File: src/rtl/spi_ser_pkg.sv
package spi_ser_pkg;
  localparam int WORD_W = 32;
  localparam int LEN_W = $clog2(WORD_W) + 1;
  localparam int CNT_W = LEN_W + 1;

  typedef struct packed {
    logic [LEN_W-1:0] dataLen;
    logic parEn;
    logic parOdd;
    logic msbFirst;
    logic sckIdleHigh;
  } frameCfgT;

  typedef struct packed {
    logic load;
    logic tick;
    logic launch;
    logic sample;
    logic finish;
  } strobeT;

  function automatic logic [LEN_W-1:0] effLen(input logic [LEN_W-1:0] req, input logic parEn);
    logic [LEN_W-1:0] lo, hi;
    lo = parEn ? LEN_W'(7) : LEN_W'(8);
    hi = parEn ? LEN_W'(WORD_W - 1) : LEN_W'(WORD_W);
    if (req < lo) return lo;
    else if (req > hi) return hi;
    else return req;
  endfunction
endpackage

File: src/rtl/spi_ser_ctrl.sv
module spi_ser_ctrl
  import spi_ser_pkg::*;
(
  input  logic clk,
  input  logic rstN,
  input  logic start,
  input  logic edgeTick,
  input  logic [LEN_W-1:0] frameBits,
  input  logic sampleSecond,
  output strobeT stb,
  output logic busy
);
  logic busyQ, s2Q;
  logic [CNT_W-1:0] edgeQ, lastEdgeQ;
  logic tickB, finish;

  assign tickB  = busyQ & edgeTick;
  assign finish = tickB & (edgeQ == lastEdgeQ);

  always_comb begin
    stb.tick   = tickB;
    stb.finish = finish;
    stb.load   = start & (~busyQ | finish);
    stb.sample = tickB & (edgeQ[0] == s2Q);
    stb.launch = tickB & ~finish &
                 (s2Q ? (~edgeQ[0] && edgeQ != '0) : edgeQ[0]);
  end

  always_ff @(posedge clk or negedge rstN) begin
    if (!rstN) begin
      busyQ     <= 1'b0;
      s2Q       <= 1'b0;
      edgeQ     <= '0;
      lastEdgeQ <= '0;
    end else if (stb.load) begin
      busyQ     <= 1'b1;
      s2Q       <= sampleSecond;
      edgeQ     <= '0;
      lastEdgeQ <= ({1'b0, frameBits} << 1) - CNT_W'(1);
    end else if (finish) begin
      busyQ <= 1'b0;
    end else if (tickB) begin
      edgeQ <= edgeQ + CNT_W'(1);
    end
  end

  assign busy = busyQ;
endmodule

File: src/rtl/spi_ser_datapath.sv
module spi_ser_datapath
  import spi_ser_pkg::*;
(
  input  logic clk,
  input  logic rstN,
  input  strobeT stb,
  input  frameCfgT cfgIn,
  input  logic [WORD_W-1:0] txWord,
  input  logic rxd,
  input  logic busy,
  input  logic [1:0] idleMode,
  input  logic sckIdleLive,
  output logic txd,
  output logic txdOe,
  output logic sck,
  output logic [WORD_W-1:0] rxWord,
  output logic done,
  output logic parityErr
);
  logic [WORD_W-1:0] wordQ, rxAccQ, rxWordQ, lenMask, rxAccNext, finalAcc;
  logic [LEN_W-1:0] lenQ, idxQ, posMsb;
  logic parEnQ, parOddQ, msbQ, rxParQ, perrQ, sckQ, lastBitQ, doneQ, perrOutQ;
  logic isData, curBit, txPar, mismatch, finalErr;
  logic [WORD_W:0] maskWide;

  assign maskWide  = ((WORD_W+1)'(1) << lenQ) - (WORD_W+1)'(1);
  assign lenMask   = maskWide[WORD_W-1:0];
  assign isData    = idxQ < lenQ;
  assign posMsb    = lenQ - idxQ - LEN_W'(1);
  assign txPar     = (^(wordQ & lenMask)) ^ parOddQ;
  assign curBit    = isData ? (msbQ ? wordQ[posMsb[LEN_W-2:0]] : wordQ[idxQ[LEN_W-2:0]]) : txPar;
  assign rxAccNext = msbQ ? {rxAccQ[WORD_W-2:0], rxd} : (rxAccQ | (WORD_W'(rxd) << idxQ));
  assign mismatch  = rxd != (rxParQ ^ parOddQ);
  assign finalAcc  = (stb.sample && isData) ? rxAccNext : rxAccQ;
  assign finalErr  = parEnQ & ((stb.sample && !isData) ? mismatch : perrQ);

  always_ff @(posedge clk or negedge rstN) begin
    if (!rstN) begin
      wordQ <= '0; lenQ <= LEN_W'(8); parEnQ <= 1'b0; parOddQ <= 1'b0; msbQ <= 1'b0;
      idxQ <= '0; rxAccQ <= '0; rxParQ <= 1'b0; perrQ <= 1'b0; sckQ <= 1'b0;
    end else if (stb.load) begin
      wordQ   <= txWord;
      lenQ    <= cfgIn.dataLen;
      parEnQ  <= cfgIn.parEn;
      parOddQ <= cfgIn.parOdd;
      msbQ    <= cfgIn.msbFirst;
      sckQ    <= cfgIn.sckIdleHigh;
      idxQ    <= '0;
      rxAccQ  <= '0;
      rxParQ  <= 1'b0;
      perrQ   <= 1'b0;
    end else begin
      if (stb.tick) sckQ <= ~sckQ;
      if (stb.launch) idxQ <= idxQ + LEN_W'(1);
      if (stb.sample) begin
        if (isData) begin
          rxAccQ <= rxAccNext;
          rxParQ <= rxParQ ^ rxd;
        end else begin
          perrQ <= mismatch;
        end
      end
    end
  end

  always_ff @(posedge clk or negedge rstN) begin
    if (!rstN) begin
      doneQ <= 1'b0; rxWordQ <= '0; perrOutQ <= 1'b0; lastBitQ <= 1'b1;
    end else begin
      doneQ <= stb.finish;
      if (stb.finish) begin
        rxWordQ  <= finalAcc;
        perrOutQ <= finalErr;
        lastBitQ <= curBit;
      end
    end
  end

  always_comb begin
    txdOe = 1'b1;
    if (busy) txd = curBit;
    else begin
      unique case (idleMode)
        2'd0: txd = 1'b1;
        2'd1: txd = 1'b0;
        2'd2: txd = lastBitQ;
        default: begin txd = 1'b0; txdOe = 1'b0; end
      endcase
    end
  end

  assign sck       = busy ? sckQ : sckIdleLive;
  assign rxWord    = rxWordQ;
  assign done      = doneQ;
  assign parityErr = perrOutQ;
endmodule

File: src/rtl/spi_frame_serializer.sv
module spi_frame_serializer
  import spi_ser_pkg::*;
(
  input  logic clk,
  input  logic rstN,
  input  logic start,
  input  logic [31:0] txWord,
  input  logic [5:0] cfgDataLen,
  input  logic cfgParEn,
  input  logic cfgParOdd,
  input  logic cfgMsbFirst,
  input  logic cfgSampleSecond,
  input  logic cfgSckIdleHigh,
  input  logic [1:0] cfgIdleMode,
  input  logic edgeTick,
  input  logic rxd,
  output logic txd,
  output logic txdOe,
  output logic sck,
  output logic busy,
  output logic [31:0] rxWord,
  output logic done,
  output logic parityErr
);
  frameCfgT cfgEff;
  strobeT stb;
  logic [LEN_W-1:0] frameBits;

  always_comb begin
    cfgEff.dataLen     = effLen(cfgDataLen, cfgParEn);
    cfgEff.parEn       = cfgParEn;
    cfgEff.parOdd      = cfgParOdd;
    cfgEff.msbFirst    = cfgMsbFirst;
    cfgEff.sckIdleHigh = cfgSckIdleHigh;
  end
  assign frameBits = cfgEff.dataLen + LEN_W'(cfgParEn);

  spi_ser_ctrl i_ctrl (
    .clk(clk), .rstN(rstN), .start(start), .edgeTick(edgeTick),
    .frameBits(frameBits), .sampleSecond(cfgSampleSecond),
    .stb(stb), .busy(busy)
  );

  spi_ser_datapath i_dp (
    .clk(clk), .rstN(rstN), .stb(stb), .cfgIn(cfgEff), .txWord(txWord),
    .rxd(rxd), .busy(busy), .idleMode(cfgIdleMode), .sckIdleLive(cfgSckIdleHigh),
    .txd(txd), .txdOe(txdOe), .sck(sck), .rxWord(rxWord),
    .done(done), .parityErr(parityErr)
  );
endmodule

File: config.mk
export PLATFORM = sky130hd
export DESIGN_NAME = spi_frame_serializer
export DESIGN_NICKNAME = d
export VERILOG_FILES = /design/src/rtl/spi_ser_pkg.sv /design/src/rtl/spi_ser_ctrl.sv /design/src/rtl/spi_ser_datapath.sv /design/src/rtl/spi_frame_serializer.sv
export SDC_FILE = /design/constraint.sdc
export NUM_CORES = 1
export LEC_CHECK = 0
export BUFFER_PORTS_ARGS = -buffer_cell sky130_fd_sc_hd__clkbuf_2
export CAP_MARGIN = 10
export CORE_UTILIZATION = 40
export DETAILED_ROUTE_END_ITERATION = 10
export HOLD_SLACK_MARGIN = 0.08
export PLACE_DENSITY_LB_ADDON = 0.05
export SLEW_MARGIN = 20
export SYNTH_ARGS = -nofsm -noshare
export SYNTH_HDL_FRONTEND = slang
export SYNTH_HIERARCHICAL = 1
export SYNTH_SLANG_ARGS = --single-unit
File: constraint.sdc
create_clock -name clk -period 5.49 [get_ports clk]
set_input_delay 1.098 -clock clk [delete_from_list [all_inputs] [get_ports clk]]
set_output_delay 1.098 -clock clk [all_outputs]
set_load 0.02 [all_outputs]
==> results of run 1 <==
[power groups by stage]
stage | sequential (mW) | combinational (mW) | clock [mW]
after CTS | 1.79 | 3.97 | 1.24
final | 1.79 | 3.97 | 1.21
after global routing | 1.85 | 4.30 | 1.28
after global placement | 1.79 | 3.95 | 0
after floorplan | 1.70 | 3.09 | 0
after detailed placement | 1.80 | 3.93 | 0
[worst min-delay path by stage]
stage / from / to / slack, ns / cells after the start
6_report: i_ctrl/lastEdgeQ[0] / i_ctrl/lastEdgeQ[0] / 0.50 / 1
5_1_grt: i_ctrl/lastEdgeQ[0] / i_ctrl/lastEdgeQ[0] / 0.53 / 1
4_1_cts: i_ctrl/lastEdgeQ[0] / i_ctrl/lastEdgeQ[0] / 0.50 / 1
3_5_place_dp: i_ctrl/lastEdgeQ[0] / i_ctrl/lastEdgeQ[0] / 0.48 / 1
3_3_place_gp: i_ctrl/lastEdgeQ[0] / i_ctrl/lastEdgeQ[0] / 0.49 / 1
2_1_floorplan: i_ctrl/lastEdgeQ[0] / i_ctrl/lastEdgeQ[0] / 0.46 / 1
[worst register-to-register path: stages, from the launching register on]
cell      delay, ns
dfrtp_1        0.39
buf_4          0.30
inv_1          0.25
ha_1           0.41
o21a_1         0.13
o21a_1         0.15
o21ai_0        0.14
nand2b_1       0.08
a21oi_1        0.46
nand2_1        0.70
nor2_1         0.36
o22ai_1        0.15
mux2i_1        0.15
[stage by stage]
step | hold slack (ns) | setup slack [ns] | power (mW) | area (µm²) | utilization, %
after floorplan | 0.462 | 0.867 | 4.78 | 8260 | -
after global placement | 0.486 | 0.810 | 5.73 | 8890 | 44.0
after detailed placement | 0.480 | 0.708 | 5.73 | 8890 | 44.0
after CTS | 0.497 | 0.246 | 6.99 | 9510 | 47.0
after global routing | 0.535 | 0.0495 | 7.44 | 9510 | 47.0
final | 0.497 | 0.235 | 6.97 | 9510 | 47.0
[per-layer routing]
layer	vias to the layer above	routed length, µm	share of wire (%)	track usage (%)
li1	3075	-	-	-
met1	3160	10800	49	31.7
met2	200	9780	45	33.0
met3	23	895	4.1	3.70
met4	0	388	1.8	6.74
met5	-	0	0	0
[cell type report]
type | instances | share of cell area [%]
Multi-Input combinational cell | 597 | 46.7
Sequential cell | 133 | 35.0
Timing Repair Buffer | 100 | 5.80
Clock buffer | 17 | 4.47
Tap cell | 270 | 3.55
Inverter | 62 | 2.45
Clock inverter | 15 | 1.99
[cell families (layout without fill, tap and decap cells)]
| family | after synthesis | after routing | synth area share [%] |
|---|---|---|---|
| and+or+nand+nor | 236 | 236 | 13.6 |
| AOI/OAI and AO/OA | 178 | 178 | 14.2 |
| muxes | 100 | 100 | 15.6 |
| adders and majority gates | 24 | 24 | 3.73 |
| xor gates and xnor gates | 59 | 59 | 6.60 |
| buffers and inverters | 116 | 194 | 6.01 |
| DFF | 133 | 133 | 40.3 |
[state kept, by name, indices dropped and copies added (netlist names)]
register and count:
i_dp/perrQ 1, i_ctrl/edgeQ 7, i_dp/parOddQ 1, i_dp/msbQ 1, i_dp/sckQ 1, i_ctrl/busy 1
i_dp/idxQ 6, i_dp/lastBitQ 1, i_dp/rxParQ 1, i_ctrl/s2Q 1, i_dp/parityErr 1, i_dp/rxAccQ 32
i_dp/done 1, i_dp/parEnQ 1, i_dp/lenQ 6, i_dp/rxWord 32, i_dp/wordQ 32, i_ctrl/lastEdgeQ 7
[cells in the final DEF, fill, tap and decap left out, drive strengths merged, types with 14 or more instances in the layout]
master / n
xnor2: 44
mux2i: 43
inv: 70
nor2: 110
nand2: 51
a21oi: 63
o21ai: 32
mux2: 39
ha: 23
nand3: 16
xor2: 14
dfrtp: 131
buf: 14
mux4: 18
clkbuf: 103
o22ai: 35
==> flow_metrics.tcl, run 1 <==
set metrics [dict create \
    ys_ff_latch 133 \
    p_int_mw 3.83 \
    avgSynthCellArea_um2 9.77 \
    syn-num-nets 920 \
    cts_resized 0 \
    multi_input_area_um2 4450 \
    r2r_slack_ns 1.77 \
    io_buffers 87 \
    hold_buffers 0 \
    path_buf_inv 1 \
    p_leak_nw 4.13 \
    min_period_ns 5.25 \
    p_per_area_nw_per_um2 732 \
    dieArea_um2 21200 \
    ir_drop_v 0.000488 \
    wirelength_um 21800 \
    drive_gt1_share_pct 24.2 \
    clock_latency_ns 0.43 \
    p_sw_mw 3.14 \
    drt_first_pass_iters 5 \
    dp_hpwl_um 15100 \
    synth_area_um2 8260 \
    synthArstFlopShare_pct 100 \
    skew_ns 0.0137 \
    endpoint "txd" \
    synth.distinct_cells 79 \
    critPathTopFamily "simple AND/OR/NAND/NOR gates" \
    regArea_um2 3330 \
    n_antenna_cell 0 \
    clock_sinks 133 \
    cp.required_ns 4.39 \
    cp.depth 13 \
    pwr-share-seq_pct 25.7 \
    seq_area_frac_synth_pct 40.3 \
    timing.rr.start "i_dp/lenQ[2]" \
    hold_class "reg2reg" \
    setup_violations 0 \
    die_w_um 146 \
    worst_pin_slew_ns 0.956 \
    criticalPathCategory "reg2out" \
    drt-vias-per-instance 5.41 \
    drtAntennaViolNets 0 \
    netlist.area_leader.share_pct 39.7 \
    p_clk_share_pct 17.3 \
    path_cells "nor4_4, nand2_1, ha_1, or4_4, o22ai_2, a22o_1, nand2_1, xnor2_2, xnor2_1, xnor2_1, xnor3_1, o31ai_1, clkbuf_2" \
    grt_pass1_vias 6538 \
    track_usage_pct 21.8 \
    nFillCells 1946 \
    clk_pin_slew_ns 0.07 \
    crit_start "i_dp/lenQ[5]" \
    max_slew_margin_pct 36.1 \
    hold_viol 0 \
    antenna_found_initial 0 \
    cts_buffers 17 \
    r2r-end "i_dp/rxWord[10]" \
    vias 6458 \
    finalSetupTns_ns 0 \
    cp.arrival_ns 4.16 \
    yosysMostFrequentCell "dfrtp_1" \
    worst-r2r-cell-count 12 \
    synth_cells 846 \
    fmax_mhz 190 \
    rsz0062_at_grt "no" \
    synth_ff_type "dfrtp_1" \
    synth_area_leader_cell "dfrtp_1" \
    synth_warnings 6 \
    drv_cap 0 \
    row_count 52 \
    core_area_um2 20200 \
    area_growth_pct 15.1 \
    cts_tree "built" \
    synth_edf_count 0 \
    synth_common_cells "dfrtp_1, nor2_1, a21oi_1" \
    postCtsSetupBuffers 0 \
    clk_path_buf_depth 2 \
    slowest_delay_ns 0.53 \
    place.gp.congestion 0.854 \
    first_iter_violations 468 \
    swShare_pct 45.0 \
    root_buffer "clkbuf_16" \
    fin_nets 985 \
    grt_remaining_overflow 0 \
    p_comb_share_pct 57.0 \
    start_kind "register" \
    die_h_um 146 \
    crit_path_end_kind "primary output" \
    crit_fanout 13 \
    io-pin-count 88 \
    start_util_pct 40.8 \
    grt_max_degree 97 \
    fin_cells 1194 \
    yosys-top-cells-area "dfrtp_1, mux2i_1, mux2_2" \
    route.detailed.drc 0 \
    finalMaxSlewViolations 0 \
    dp_cells 1162 \
    grt_first_pass_wirelength_um 36200 \
    cp_slowest_cell "xnor3_1" \
    wl_per_cell_um 18.3 \
    htreeDepth 4 \
    run_status "finished clean" \
    fin_crit_sh_pct 95.7 \
]
No activity file was read; power rests on OpenSTA's default activity.
==> run 2, diff against run 1 <==
Settings changed: MAX_ROUTING_LAYER set to met4.
==> run 2 against run 1 <==
Final area is 0.84% lower. Sequential power hardly changed. Clock skew is 0.0042 ns lower. Fmax is 2.0% higher. Die area stayed put. Critical path depth stayed put. Highest routed layer unchanged. Via count is 0.63% higher. Clock power is 12% lower. Largest cell class unchanged. Global-route usage is 0.49 points higher. Critical path type unchanged. First-iteration DRC count is 11% lower. Power is 1.9% lower.
==> flow_metrics.tcl, run 2 (synthesis gave the netlist of run 1 again) <==
set metrics [dict create \
    first_iter_violations 416 \
    rsz0062_at_grt "no" \
    p_leak_nw 4.08 \
    worst-r2r-cell-count 13 \
    fin_cells 1192 \
    dp_cells 1161 \
    p_per_area_nw_per_um2 725 \
    start_kind "register" \
    r2r_slack_ns 1.70 \
    cts_buffers 17 \
    p_sw_mw 3.08 \
    pre_cts_ws_ns 0.593 \
    drv_cap 0 \
    clock_latency_ns 0.42 \
    ir_drop_v 0.000512 \
    setup_violations 0 \
    worst_slack_ns 0.337 \
    fin_crit_sh_pct 93.9 \
    route.detailed.drc 0 \
    start_util_pct 40.8 \
    cp.arrival_ns 4.05 \
    track_usage_pct 22.3 \
    pwr-share-seq_pct 26.1 \
    power.total_mw 6.84 \
    p_clk_share_pct 15.5 \
    dp_hpwl_um 15300 \
    clk_path_buf_depth 2 \
    grt_first_pass_wirelength_um 36000 \
    crit_fanout 18 \
    drt_first_pass_iters 4 \
    cp.depth 13 \
    hold_viol 0 \
    grt_remaining_overflow 0 \
    cp.required_ns 4.39 \
    root_buffer "clkbuf_16" \
    run_status "finished clean" \
    htreeDepth 4 \
    crit_path_end_kind "primary output" \
    drtAntennaViolNets 0 \
    cp_slowest_cell "xnor3_1" \
    place.gp.congestion 0.884 \
    io-pin-count 88 \
    layout_common_cells "dfrtp_1, nor2_1, clkbuf_2" \
    drive_gt1_share_pct 24.2 \
    cts_tree "built" \
    critPathTopFamily "simple AND/OR/NAND/NOR gates" \
    timing.rr.start "i_dp/lenQ[1]" \
    io_buffers 87 \
    slowest_delay_ns 0.50 \
    antenna_found_initial 0 \
    p_int_mw 3.76 \
    criticalPathCategory "reg2out" \
    placed_cell_area_um2 8890 \
    drt-vias-per-instance 5.45 \
    n_antenna_cell 0 \
    finalSetupTns_ns 0 \
    hold_class "reg2reg" \
    vias 6499 \
    layout_commonest_cell "dfrtp_1" \
    postLayoutCellArea_um2 9430 \
    row_count 52 \
    dieArea_um2 21200 \
    grt_max_degree 100 \
    die_h_um 146 \
    wirelength_um 21900 \
    clk_pin_slew_ns 0.06 \
    fin_nets 984 \
    grt_pass1_vias 6451 \
    max_slew_margin_pct 35.5 \
    path_cells "nor4_4, nand2_1, ha_2, or4_4, o22ai_2, a22o_1, nand2_1, xnor2_2, xnor2_1, xnor2_1, xnor3_1, o31ai_1, clkbuf_2" \
    hp-start "i_ctrl/lastEdgeQ[0]" \
    path_buf_inv 1 \
    area_growth_pct 14.2 \
    core_area_um2 20200 \
    finalMaxSlewViolations 0 \
    wl_per_cell_um 18.4 \
    clock_sinks 133 \
    swShare_pct 45.0 \
    p_comb_share_pct 58.4 \
    min_period_ns 5.15 \
    min_path_cells 1 \
    die_w_um 146 \
    fmax_mhz 194 \
    crit_start "i_dp/lenQ[5]" \
    skew_ns 0.00950 \
    worst_pin_slew_ns 0.966 \
]
-- run 2: layout make-up --
cell class	instances	area [µm²]
multi-input cells	597	4450
clock inverters	13	100
well taps	270	338
repair buffers	99	544
clock buffers	18	439
fillers	1949	10800
inverters	62	233
flip-flops and latches	133	3330
-- run 2: path summary, 6_finish.rpt --
kind / end
worst min-delay path: i_ctrl/lastEdgeQ[0]
worst max register to register: i_dp/rxWord[10]
worst max-delay path: txd
worst min register to register: i_ctrl/lastEdgeQ[0]
min in group asynchronous: i_dp/wordQ[19]
max in group asynchronous: i_dp/rxAccQ[1]
-- run 2: per-layer routing --
metal	track usage (%)	wire [µm]
met2	33.0	9950
met3	3.57	820
met5	-	0
met4	6.11	282
met1	31.5	10800
-- run 2: metrics by stage --
stage | hold WS (ns) | util, %
floorplan | 0.462 | -
global placement | 0.487 | 43.9
detailed placement | 0.475 | 43.9
CTS | 0.489 | 46.6
global route | 0.495 | 46.6
finish | 0.487 | 46.6
-- run 2: power groups by stage --
stage	registers, mW	logic [mW]	clock network (mW)
after floorplan	1.70	3.09	0
after global placement	1.79	3.98	0
after detailed placement	1.79	3.96	0
after CTS	1.78	3.98	1.09
after global routing	1.84	4.33	1.13
final	1.79	3.99	1.06
-- run 2: what timing repair did --
| action | 4_1_cts | 5_1_grt |
|---|---|---|
| hold buffers | 0 | 0 |
| setup buffers | 0 | 0 |
| setup endpoints to repair | 0 | 1 |
| resized for setup | 0 | 2 |
==> run 3, diff against run 2 <==
Settings changed: ABC_AREA set to 1, BUFFER_PORTS_ARGS -buffer_cell sky130_fd_sc_hd__clkbuf_2 to not set, DONT_BUFFER_PORTS set to 1.
==> run 3 against run 2 <==
Flip-flop and latch count unchanged. Wire length up 33%. Non-clock buffer count down 84. Die area up 19%. Combinational power up 27%. Synthesized cell count up 74%. Worst setup slack better by 0.080 ns. Critical path type unchanged. Largest power group unchanged.
==> flow_metrics.tcl, run 3 <==
set metrics [dict create \
    p_leak_nw 5.79 \
    grt_remaining_overflow 0 \
    criticalPathCategory "reg2out" \
    ir_drop_v 0.000312 \
    wl_per_cell_um 16.2 \
    critPathTopFamily "simple AND/OR/NAND/NOR gates" \
    max_slew_margin_pct 31.7 \
    cp.required_ns 4.39 \
    p_comb_share_pct 61.2 \
    setup_violations 0 \
    worst_pin_slew_ns 1.02 \
    clk_pin_slew_ns 0.06 \
    r2r_slack_ns 1.95 \
    synth_warnings 6 \
    p_clk_share_pct 14.3 \
    die_w_um 159 \
    layout_common_cells "nand2_1, inv_1, nor2_1" \
    synth_ff_type "dfrtp_1" \
    synth_area_leader_cell "dfrtp_1" \
    fin_crit_sh_pct 92.4 \
    io-pin-count 88 \
    wirelength_um 29100 \
    ys_ff_latch 133 \
    drive_gt1_share_pct 9.12 \
    synthArstFlopShare_pct 100 \
    core_area_um2 24200 \
    n_antenna_cell 0 \
    synth_cells 1476 \
    crit_path_end_kind "primary output" \
    place.gp.congestion 0.904 \
    root_buffer "clkbuf_16" \
    run_status "finished clean" \
    cts_tree "built" \
    grt_first_pass_wirelength_um 47200 \
    synth_common_cells "nand2_1, inv_1, nor2_1" \
    hold_buffers 0 \
    netlist.area_leader.share_pct 33.2 \
    start_util_pct 40.7 \
    finalSetupTns_ns 0 \
    hold_class "in2async" \
    seq_area_frac_synth_pct 33.8 \
    avgSynthCellArea_um2 6.68 \
    yosysMostFrequentCell "nand2_1" \
    pwr-share-seq_pct 24.5 \
    area_growth_pct 8.55 \
    syn-num-nets 1550 \
    path_cells "inv_4, nand4_1, ha_1, nand3_2, inv_2, nand2_1, nor2_4, nand3_1, nand3_2, nand2_1, nand2_1, inv_1, nand2_1, nand2_1, nand2_1, nand2_1, nand2_1, nand2_1, nand2_1, nand3_1, nand2_1, nand2_1, nand2_1" \
    synth_area_um2 9860 \
    clk_path_buf_depth 2 \
    postLayoutCellArea_um2 10700 \
    p_int_mw 3.78 \
    htreeDepth 4 \
    layout_commonest_cell "nand2_1" \
    path_buf_inv 3 \
    antenna_found_initial 0 \
    hold_viol 0 \
    min_period_ns 5.07 \
    fmax_mhz 197 \
    first_iter_violations 585 \
    drt-vias-per-instance 5.10 \
    grt_pass1_vias 8570 \
    drv_cap 0 \
    swShare_pct 54.4 \
    yosys-top-cells-area "dfrtp_1, nand2_1, inv_1" \
    p_per_area_nw_per_um2 773 \
    drt_first_pass_iters 5 \
    start_kind "register" \
    power.total_mw 8.28 \
    clock_sinks 133 \
    cp_slowest_cell "dfstp_2" \
    io_buffers 0 \
    grt_max_degree 134 \
    cp_common_cell "nand2_1" \
    die_h_um 159 \
    postCtsSetupBuffers 0 \
    cts_buffers 17 \
    rsz0062_at_grt "no" \
    synth.distinct_cells 52 \
    route.detailed.drc 0 \
    synth_edf_count 0 \
    vias 9138 \
    crit_fanout 18 \
    dieArea_um2 25300 \
    cp.arrival_ns 3.97 \
    placed_cell_area_um2 10100 \
    slowest_delay_ns 0.84 \
    cts_resized 0 \
    finalMaxSlewViolations 0 \
    drtAntennaViolNets 0 \
    p_sw_mw 4.50 \
    dp_hpwl_um 21700 \
    clock_latency_ns 0.43 \
    track_usage_pct 24.2 \
    row_count 57 \
    fin_nets 1530 \
    skew_ns 0.0151 \
]
[run 3: path summary, 6_finish.rpt]
kind | startpoint | cells past startpoint | to
min in group clk | i_dp/lastBitQ | 2 | i_dp/lastBitQ
worst max-delay path | i_dp/lenQ[3] | 23 | txd
worst max register to register | i_dp/lenQ[3] | 11 | i_dp/rxWord[16]
max in group asynchronous | rstN | 0 | i_dp/lenQ[3]
worst min-delay path | rstN | 0 | i_dp/rxWord[16]
worst min register to register | i_dp/lastBitQ | 2 | i_dp/lastBitQ
[run 3: power by group through the flow]
stage / combinational (mW) / sequential (mW) / clock (mW)
6_report: 5.06 / 2.03 / 1.18
3_3_place_gp: 5.04 / 2.05 / 0
2_1_floorplan: 3.83 / 1.84 / 0
3_5_place_dp: 5.05 / 2.04 / 0
5_1_grt: 5.73 / 2.11 / 1.25
4_1_cts: 5.07 / 2.04 / 1.22
[run 3: stage by stage]
step / utilization (%) / worst slack [ns] / hold WS [ns] / std cells
2_1_floorplan: - / 1.49 / 0.442 / 1476
3_3_place_gp: 41.7 / 0.942 / 0.458 / 1761
3_5_place_dp: 41.7 / 0.902 / 0.459 / 1761
4_1_cts: 44.1 / 0.423 / 0.349 / 1793
5_1_grt: 44.1 / 0.103 / 0.343 / 1793
6_report: 44.1 / 0.417 / 0.370 / 1793
[run 3: layout make-up]
type | instances | area [µm²]
clock buffer | 18 | 429
clock inverter | 14 | 171
fill | 2614 | 13500
inverter | 237 | 896
multi-input combinational | 1052 | 5360
sequential | 133 | 3330
tap | 324 | 405
timing repair buffer | 15 | 113
[run 3: cells by family after synthesis]
logic type      Yosys count  share of synthesized area [%]
compound gates          261                           14.9
xor+xnor                 17                           1.51
fa+ha+maj                24                           3.12
buf+inv                 291                           11.9
flops                   133                           33.8
mux                       1                          0.102
simple gates            749                           34.7
[run 3: worst register-to-register path: stages (launching register included)]
cell and delay (ns):
dfstp_2 0.84, inv_4 0.19, ha_1 0.38, a21oi_1 0.18, o21a_1 0.15, nand3_1 0.31, inv_1 0.37, buf_4 0.46
nand2_1 0.16, a32oi_1 0.17, inv_1 0.10, o21ai_0 0.14
[run 3: per-layer routing]
metal,wire length [µm],global-route usage (%),up-vias,part of all wire [%]
li1,-,-,4662,-
met1,14000,33.0,4291,48
met2,13600,38.5,170,47
met3,1220,3.23,15,4.2
met4,352,4.98,0,1.2
met5,0,-,-,0
